File: config.mk
export PLATFORM = sky130hd
export DESIGN_NAME = stat_ctr_bank
export DESIGN_NICKNAME = d
export VERILOG_FILES = /design/src/rtl/stat_ctr_pkg.sv /design/src/rtl/stat_addr_decode.sv /design/src/rtl/stat_counter.sv /design/src/rtl/stat_rd_mux.sv /design/src/rtl/stat_ctr_bank.sv
export SDC_FILE = /design/constraint.sdc
export NUM_CORES = 1
export LEC_CHECK = 0
export BUFFER_PORTS_ARGS = -buffer_cell sky130_fd_sc_hd__buf_2
export CORE_MARGIN = 2
export CORE_UTILIZATION = 60
export DETAILED_ROUTE_END_ITERATION = 16
export PLACE_DENSITY = 0.84
export SLEW_MARGIN = 10
export SYNTH_ARGS = -nofsm -noshare
export SYNTH_HDL_FRONTEND = slang
export SYNTH_SLANG_ARGS = --single-unit
File: constraint.sdc
create_clock -name clk -period 2.9 [get_ports clk]
set_input_delay 0.58 -clock clk [delete_from_list [all_inputs] [get_ports clk]]
set_output_delay 0.58 -clock clk [all_outputs]
set_load 0.02 [all_outputs]
File: src/rtl/stat_ctr_pkg.sv
// Shared constants for the statistics counter bank: event count,
// window size and the fixed offset of each event's counter.
package stat_ctr_pkg;

    localparam int unsigned N_EV   = 11;
    localparam int unsigned WIN_AW = 12;   // 4 KB window

    typedef enum logic [3:0] {
        EV_CRC_ERR  = 4'd0,
        EV_RX_ERR   = 4'd1,
        EV_SNGL_COL = 4'd2,
        EV_XS_COL   = 4'd3,
        EV_RX_GOOD  = 4'd4,
        EV_RX_BCAST = 4'd5,
        EV_RX_MCAST = 4'd6,
        EV_RX_ALL   = 4'd7,
        EV_TX_ALL   = 4'd8,
        EV_TX_MCAST = 4'd9,
        EV_TX_BCAST = 4'd10
    } ev_id_e;

    // Byte offset inside the window of the counter for event idx.
    function automatic logic [WIN_AW-1:0] ev_offset(input int unsigned idx);
        logic [WIN_AW-1:0] ofs;
        case (idx)
            EV_CRC_ERR:  ofs = 12'h000;
            EV_RX_ERR:   ofs = 12'h00C;
            EV_SNGL_COL: ofs = 12'h014;
            EV_XS_COL:   ofs = 12'h018;
            EV_RX_GOOD:  ofs = 12'h074;
            EV_RX_BCAST: ofs = 12'h078;
            EV_RX_MCAST: ofs = 12'h07C;
            EV_RX_ALL:   ofs = 12'h0D0;
            EV_TX_ALL:   ofs = 12'h0D4;
            EV_TX_MCAST: ofs = 12'h0F0;
            EV_TX_BCAST: ofs = 12'h0F4;
            default:     ofs = 12'hFFC;
        endcase
        return ofs;
    endfunction

endpackage

File: src/rtl/stat_addr_decode.sv
// Address decoder for the counter window.
// Assumes: ADDR_W > WIN_AW and WIN_BASE is aligned to the window size.
// Produces at most one select per cycle, and only for an aligned read
// that hits an assigned counter word.
module stat_addr_decode
    import stat_ctr_pkg::*;
#(
    parameter int unsigned       ADDR_W   = 16,
    parameter logic [ADDR_W-1:0] WIN_BASE = 16'h4000
) (
    input  logic              rd_en,
    input  logic [ADDR_W-1:0] rd_addr,
    output logic [N_EV-1:0]   rd_sel
);

    localparam int unsigned TAG_W = ADDR_W - WIN_AW;

    logic win_hit;

    // Purpose: qualify the request by window tag and word alignment.
    always_comb begin
        win_hit = rd_en
               && (rd_addr[ADDR_W-1:WIN_AW] == WIN_BASE[ADDR_W-1:WIN_AW])
               && (rd_addr[1:0] == 2'b00);
    end

    for (genvar k = 0; k < N_EV; k++) begin : g_sel
        localparam logic [WIN_AW-1:0] OFS = ev_offset(k);
        // Purpose: match the word index against this counter's offset.
        always_comb begin
            rd_sel[k] = win_hit && (rd_addr[WIN_AW-1:2] == OFS[WIN_AW-1:2]);
        end
    end

    if (TAG_W == 0) begin : g_bad_cfg
        initial $display("stat_addr_decode: ADDR_W must exceed WIN_AW");
    end

endmodule

File: src/rtl/stat_counter.sv
// One saturating event counter with clear-on-read.
// Assumes: ev is a one-cycle strobe. rd_clr is high in the cycle its
// value is captured by the read mux.
// An event that coincides with the clear restarts the count at 1.
module stat_counter #(
    parameter int unsigned CNT_W = 32
) (
    input  logic             clk,
    input  logic             rst_n,
    input  logic             ev,
    input  logic             rd_clr,
    output logic [CNT_W-1:0] cnt
);

    localparam logic [CNT_W-1:0] CNT_MAX = '1;

    // Purpose: count events, hold at all-ones, clear (or restart) on read.
    always_ff @(posedge clk) begin
        if (!rst_n) begin
            cnt <= '0;
        end else if (rd_clr) begin
            cnt <= {{(CNT_W-1){1'b0}}, ev};
        end else if (ev && (cnt != CNT_MAX)) begin
            cnt <= cnt + 1'b1;
        end
    end

endmodule

File: src/rtl/stat_rd_mux.sv
// Read-data selector and output register.
// Assumes: rd_sel is one-hot or all zero. A zero select returns zero.
// Data and valid appear one cycle after the request.
module stat_rd_mux #(
    parameter int unsigned CNT_W = 32,
    parameter int unsigned N_CNT = 11
) (
    input  logic                        clk,
    input  logic                        rst_n,
    input  logic                        rd_en,
    input  logic [N_CNT-1:0]            rd_sel,
    input  logic [N_CNT-1:0][CNT_W-1:0] cnt,
    output logic [CNT_W-1:0]            rd_data,
    output logic                        rd_valid
);

    logic [CNT_W-1:0] mux_out;

    // Purpose: AND-OR select of the addressed counter value.
    always_comb begin
        mux_out = '0;
        for (int k = 0; k < N_CNT; k++) begin
            mux_out = mux_out | (cnt[k] & {CNT_W{rd_sel[k]}});
        end
    end

    // Purpose: register the read result and its valid flag.
    always_ff @(posedge clk) begin
        if (!rst_n) begin
            rd_data  <= '0;
            rd_valid <= 1'b0;
        end else begin
            rd_data  <= rd_en ? mux_out : '0;
            rd_valid <= rd_en;
        end
    end

endmodule

File: src/rtl/stat_ctr_bank.sv
// Top of the clear-on-read statistics counter bank.
// Assumes: event strobes are synchronous to clk. Reads are single
// requests with a fixed one-cycle latency and no back-pressure.
module stat_ctr_bank
    import stat_ctr_pkg::*;
#(
    parameter int unsigned       CNT_W    = 32,
    parameter int unsigned       ADDR_W   = 16,
    parameter logic [ADDR_W-1:0] WIN_BASE = 16'h4000
) (
    input  logic              clk,
    input  logic              rst_n,
    input  logic [N_EV-1:0]   ev_strobe,
    input  logic              rd_en,
    input  logic [ADDR_W-1:0] rd_addr,
    output logic [CNT_W-1:0]  rd_data,
    output logic              rd_valid
);

    logic [N_EV-1:0]            rd_sel;
    logic [N_EV-1:0][CNT_W-1:0] cnt_q;

    stat_addr_decode #(
        .ADDR_W  (ADDR_W),
        .WIN_BASE(WIN_BASE)
    ) u_dec (
        .rd_en  (rd_en),
        .rd_addr(rd_addr),
        .rd_sel (rd_sel)
    );

    for (genvar k = 0; k < N_EV; k++) begin : g_cnt
        stat_counter #(.CNT_W(CNT_W)) u_cnt (
            .clk   (clk),
            .rst_n (rst_n),
            .ev    (ev_strobe[k]),
            .rd_clr(rd_sel[k]),
            .cnt   (cnt_q[k])
        );
    end

    stat_rd_mux #(.CNT_W(CNT_W), .N_CNT(N_EV)) u_mux (
        .clk     (clk),
        .rst_n   (rst_n),
        .rd_en   (rd_en),
        .rd_sel  (rd_sel),
        .cnt     (cnt_q),
        .rd_data (rd_data),
        .rd_valid(rd_valid)
    );

endmodule

* Word level (Yosys, flattened, before mapping)
Index checks and enable logic that the tools add are counted.
** Operators by class
- $add $sub $neg :: 11
- Equal/unequal tests :: 22
- Multiplexer cells :: 22
- Bitwise operators :: 22
- Reduce and logical (&&, ||, !) cells :: 49
** Operators with widths (count)
- 32-bit by 1-bit adder with 32-bit output, second input constant :: 11
- 32-bit AND :: 11
- 32-bit != test, second input constant :: 11
- 32-bit OR :: 10
- 10-bit by 6-bit equality test with 1-bit output, second input constant :: 4
- 10-bit by 5-bit equality test with 1-bit output, second input constant :: 3
- 1-bit logical AND :: 24
- 1-bit 2-to-1 mux :: 22
- 2-bit nonzero test :: 11
- 2-bit OR reduction :: 11
- 10-bit by 3-bit equality test with 1-bit output, second input constant :: 2
- 10-bit by 2-bit equality test with 1-bit output, second input constant :: 1
- 10-bit logical NOT :: 1
- 4-bit by 3-bit equality test with 1-bit output, second input constant :: 1
- 2-bit logical NOT :: 1
- 2-bit AND reduction :: 1
- 1-bit inverter :: 1
** Word-level totals
- Register bits :: 385
- Output and inout port bits :: 33
- Word-level logic and storage cells :: 150

* Depth between registers and ports, before layout
- Depth in word-level cells :: 15
- Gate-level depth with buffers :: 8

* By module
Synthesis repeated with hierarchy kept, for this count alone.
** Second synthesis, totals
- Cell total of the unflattened synthesis :: 2581
- Area total of the unflattened synthesis :: 21249.1 um^2
** By module, submodules not included
- stat_counter :: times used 11, cells each 208, area an instance 1677.9 um^2
- stat_rd_mux :: times used 1, cells each 264, area an instance 2588.7 um^2
- stat_addr_decode :: times used 1, cells each 29, area an instance 203.9 um^2

* Worst setup path after synthesis
Ideal clock, no wire load.
- Kind :: input -> register
- From :: input port rd_addr[13]
- To :: register g_cnt[4].u_cnt.cnt[21]
- Setup time :: 122 ps
- Arrival :: 2333 ps
- Required time :: 2778 ps
- Setup slack :: 445 ps
- Cell stages on the path :: 7
- Cell sequence :: or4_4 -> or4_1 -> buf_6 -> o21ai_1 -> buf_4 -> buf_4 -> a21oi_1
** On the way
- Cells in the longest elaborated chain, start to end :: 5
** Ends and longest elaborated chain
- start: declaration :: RTL line stat_ctr_bank.sv:15 : input logic [ADDR_W-1:0] rd_addr,
- 4-bit by 3-bit equality test with 1-bit output :: RTL line stat_addr_decode.sv:23 : && (rd_addr[ADDR_W-1:WIN_AW] == WIN_BASE[ADDR_W-1:WIN_AW])
- 1-bit logical AND :: RTL line stat_addr_decode.sv:23
- 1-bit logical AND :: RTL line stat_addr_decode.sv:24 : && (rd_addr[1:0] == 2'b00);
- 1-bit logical AND :: RTL line stat_addr_decode.sv:31 : rd_sel[k] = win_hit && (rd_addr[WIN_AW-1:2] == OFS[WIN_AW-1:2]);
- 2-bit OR reduction (no source line)
- end signal: assignment :: RTL line stat_counter.sv:22 : cnt <= {{(CNT_W-1){1'b0}}, ev};
- end signal: assignment :: RTL line stat_counter.sv:24 : cnt <= cnt + 1'b1;
- end: declaration :: RTL line stat_counter.sv:12 : output logic [CNT_W-1:0] cnt
No other way between the ends.
A chain may end at the register's enable or synchronous reset.

* Final worst setup path
- From :: register g_cnt[3].u_cnt.cnt[0]
- To :: register g_cnt[3].u_cnt.cnt[13]
** On the way
- Cells in the longest elaborated chain, start to end :: 2
- Elaborated cells on any way between the ends :: 3
** Ends and longest elaborated chain (RTL line)
- start: declaration :: stat_counter.sv:12
- start signal: assignment :: stat_counter.sv:22
- start signal: assignment :: stat_counter.sv:24
- parallel branches: the longest is 2 deep, another holds 32-bit by 1-bit adder with 32-bit output
Several ways; the timed one is not identified.

==> impl_metrics.json <==
{
  "status": "finished, final reports clean",
  "clkLatencyLatePin_ps": 600,
  "power.leakage_nw": 7.36,
  "synth-seq-cells": 385,
  "internal_power_mw": 8.86,
  "ys_async_sr_fraction": 0,
  "antenna_found_initial": 1,
  "setup_viol": 0,
  "ir_drop_uv": 596,
  "yosysMostFrequentCell": "dfxtp_1",
  "grtUsageMet3": 0.101,
  "drt_iter0_drc": 3411,
  "cp_max_fo": 11,
  "placed_cells": 3077,
  "p_clk_frac": 0.497,
  "drv_cap": 0,
  "synth_area_leaders": "dfxtp_1 (36%), a21oi_1 (5.1%), or3_1 (4.3%), o21ai_0 (4.0%), nand4_1 (3.6%)",
  "instances_no_fill": 3153,
  "gp_congestion": 1.07,
  "cts_root_buf": "clkbuf_16",
  "cp.required_ps": 3380,
  "synthAdderAreaFrac": 0.00647,
  "power_switching_mw": 2.61,
  "grt_max_degree": 42,
  "yosys_warnings": 0,
  "avgSynthCellArea_um2": 8.20,
  "synth-simple-area-share": 0.290,
  "cts_resized": 0,
  "power_density_nw_per_um2": 478,
  "die_h_um": 192,
  "slew_viol_final": 0,
  "dieWidth_um": 192,
  "grt_pass1_wl_mm": 119,
  "cts-buffers-inserted": 43,
  "synth_top_cell_by_area": "dfxtp_1",
  "final-seq-area_um2": 7710,
  "holdCritPathClass": "input port to register",
  "io-pin-count": 63,
  "grtUsageMet1": 0.535,
  "skew_ps": 20.8,
  "cts_sinks": 385,
  "area_delta_synth_final_pct": 12.7,
  "route.vias.total": 22800,
  "start_util": 0.613,
  "hpwl_mm": 58.9,
  "yosysTopAreaCellShare": 0.362,
  "met2_usage": 0.646,
  "firstDrtPassIters": 10,
  "grt.busiest_layer": "met2",
  "start_kind": "register",
  "tightest_slew_ps": 961,
  "finalCritPeriodShare": 0.919,
  "post-cts-setup-buffers": 0,
  "tns_ps": 0,
  "multi_input_area_um2": 12900,
  "switching_share": 0.228,
  "coreArea_um2": 34700,
  "nFillCells": 2887,
  "rows": 68,
  "clk_pin_slew_ps": 60,
  "synth_xor_area_frac": 0.0465,
  "synth_edf_count": 0,
  "htreeDepth": 2,
  "synth-seq-area-share": 0.362,
  "gr-total-overflow": 0,
  "portBuffers": 62,
  "via_per_inst": 7.25,
  "arrival_ps": 3150,
  "syn_nets": 2637,
  "comb_power_share": 0.036,
  "synthMuxAreaShare": 0.0291,
  "detail-route-antenna-nets": 0,
  "final_layout_size_suffix_gt1_frac": 0.118,
  "synth_top_family_by_area": "simple AND/OR/NAND/NOR gates",
  "worstSetupPathType": "register to register",
  "grtUsageTotal": 0.418,
  "clockBufferDepth": 3,
  "die_area_um2": 37000,
  "power_frac_seq": 0.467,
  "cts-hold-fix-buffers": 0,
  "synthCells": 2596,
  "synth_ff_type": "dfxtp_1",
  "netlist_area_um2": 21300,
  "r2r_setup_slack_ps": 240,
  "finalCriticalPeriod_ps": 2660,
  "synth_top_cells_by_count": "dfxtp_1 (385), a21oi_1 (219), nor2_1 (174)",
  "fin_nets": 2708,
  "end_kind": "register",
  "wl_per_cell_um": 25.0,
  "clock.fmax_mhz": 375,
  "slew_headroom": 0.359,
  "hold_viol": 0,
  "drc_errors": 0,
  "synth_compound_area_frac": 0.229,
  "cts_tree": "built",
  "yosysUniqueCellTypes": 83,
  "first_global_vias": 20300,
  "finalWirelength_mm": 78.7,
  "rsz0062_at_grt": "false"
}
## cells in the final DEF (no fill, tap or decap), drive strengths merged, types with 6 or more instances in the layout
master     n
o2111ai    9
a32oi     20
nor4      66
or3      150
mux2      23
o22a      14
nand2b    10
a211oi    26
buf      165
o31ai     38
nand3    132
or4       68
o211ai    34
dfxtp    385
clkbuf    65
ha        11
a2111oi    7
xor2      28
nand2    155
mux2i     36
a22o      26
o311ai     8
and3      51
a2bb2oi   14
nand4    124
inv       49
a21oi    219
a41oi     19
nor3      44
or2       18
and4      51
nor2     180
a31oi     27
and2      15
xnor2     85
a222oi    17
a22oi     59
o21ai    180
nand3b     6
## power by group through the flow
stage,sequential [mW],combinational [mW],clock [mW]
after global routing,5.36,0.434,5.90
after global placement,5.47,0.383,0
final,5.36,0.409,5.70
after detailed placement,5.48,0.392,0
after CTS,5.36,0.394,5.72
after floorplan,5.46,0.242,0
## logic make-up (layout without fill, tap and decap cells)
group / Yosys count / count (layout)
fa+ha+maj: 11 / 11
compound gates: 751 / 751
xor+xnor: 113 / 113
flops: 385 / 385
buf+inv: 186 / 287
other cells: 0 / 1
simple gates: 1091 / 1091
mux: 59 / 59
## stage by stage
step | worst slack (ps) | cell area [um^2] | total power, mW | hold WS (ps) | util
floorplan | 445 | 21300 | 5.70 | 451 | -
global placement | 95.1 | 22500 | 5.86 | 473 | 0.649
detailed placement | 99.1 | 22500 | 5.87 | 490 | 0.649
CTS | 261 | 24000 | 11.5 | 315 | 0.691
global route | 110 | 24000 | 11.7 | 337 | 0.691
finish | 236 | 24000 | 11.5 | 335 | 0.691
## worst max-delay path, stage by stage (launching register included)
cell and delay, ps:
dfxtp_1 490, ha_1 250, nand3_1 190, or4_1 670, o311ai_0 470, buf_4 250, xor2_1 170, nor2_1 50
## area by class of cell
| cell class | count | share of cell area |
|---|---|---|
| antenna | 1 | 0.000104 |
| clock inverter | 10 | 0.00673 |
| clock buffer | 65 | 0.0537 |
| inverter | 47 | 0.00735 |
| timing repair buffer | 165 | 0.0514 |
| tap | 455 | 0.0237 |
| sequential | 385 | 0.321 |
| multi-input combinational | 2025 | 0.536 |
## metal layers
layer	part of all wire	wire (um)
met1	0.38	30100
met2	0.43	34100
met3	0.12	9500
met4	0.064	5060
met5	0.00015	12
## worst paths after layout
path,from,endpoint,depth (start not counted)
worst max-delay path,g_cnt[3].u_cnt.cnt[0],g_cnt[3].u_cnt.cnt[13],7
worst min-delay path,ev_strobe[0],g_cnt[0].u_cnt.cnt[1],3
worst max register to register,g_cnt[3].u_cnt.cnt[0],g_cnt[3].u_cnt.cnt[13],7
worst min register to register,g_cnt[10].u_cnt.cnt[23],g_cnt[10].u_cnt.cnt[23],2
## state kept, by name, summed over array words and instances, names as in the netlist
| register | flops |
|---|---|
| g_cnt.u_cnt.cnt | 352 |
| u_mux.rd_data | 32 |
| u_mux.rd_valid | 1 |
No activity file was read; power rests on OpenSTA's default activity.
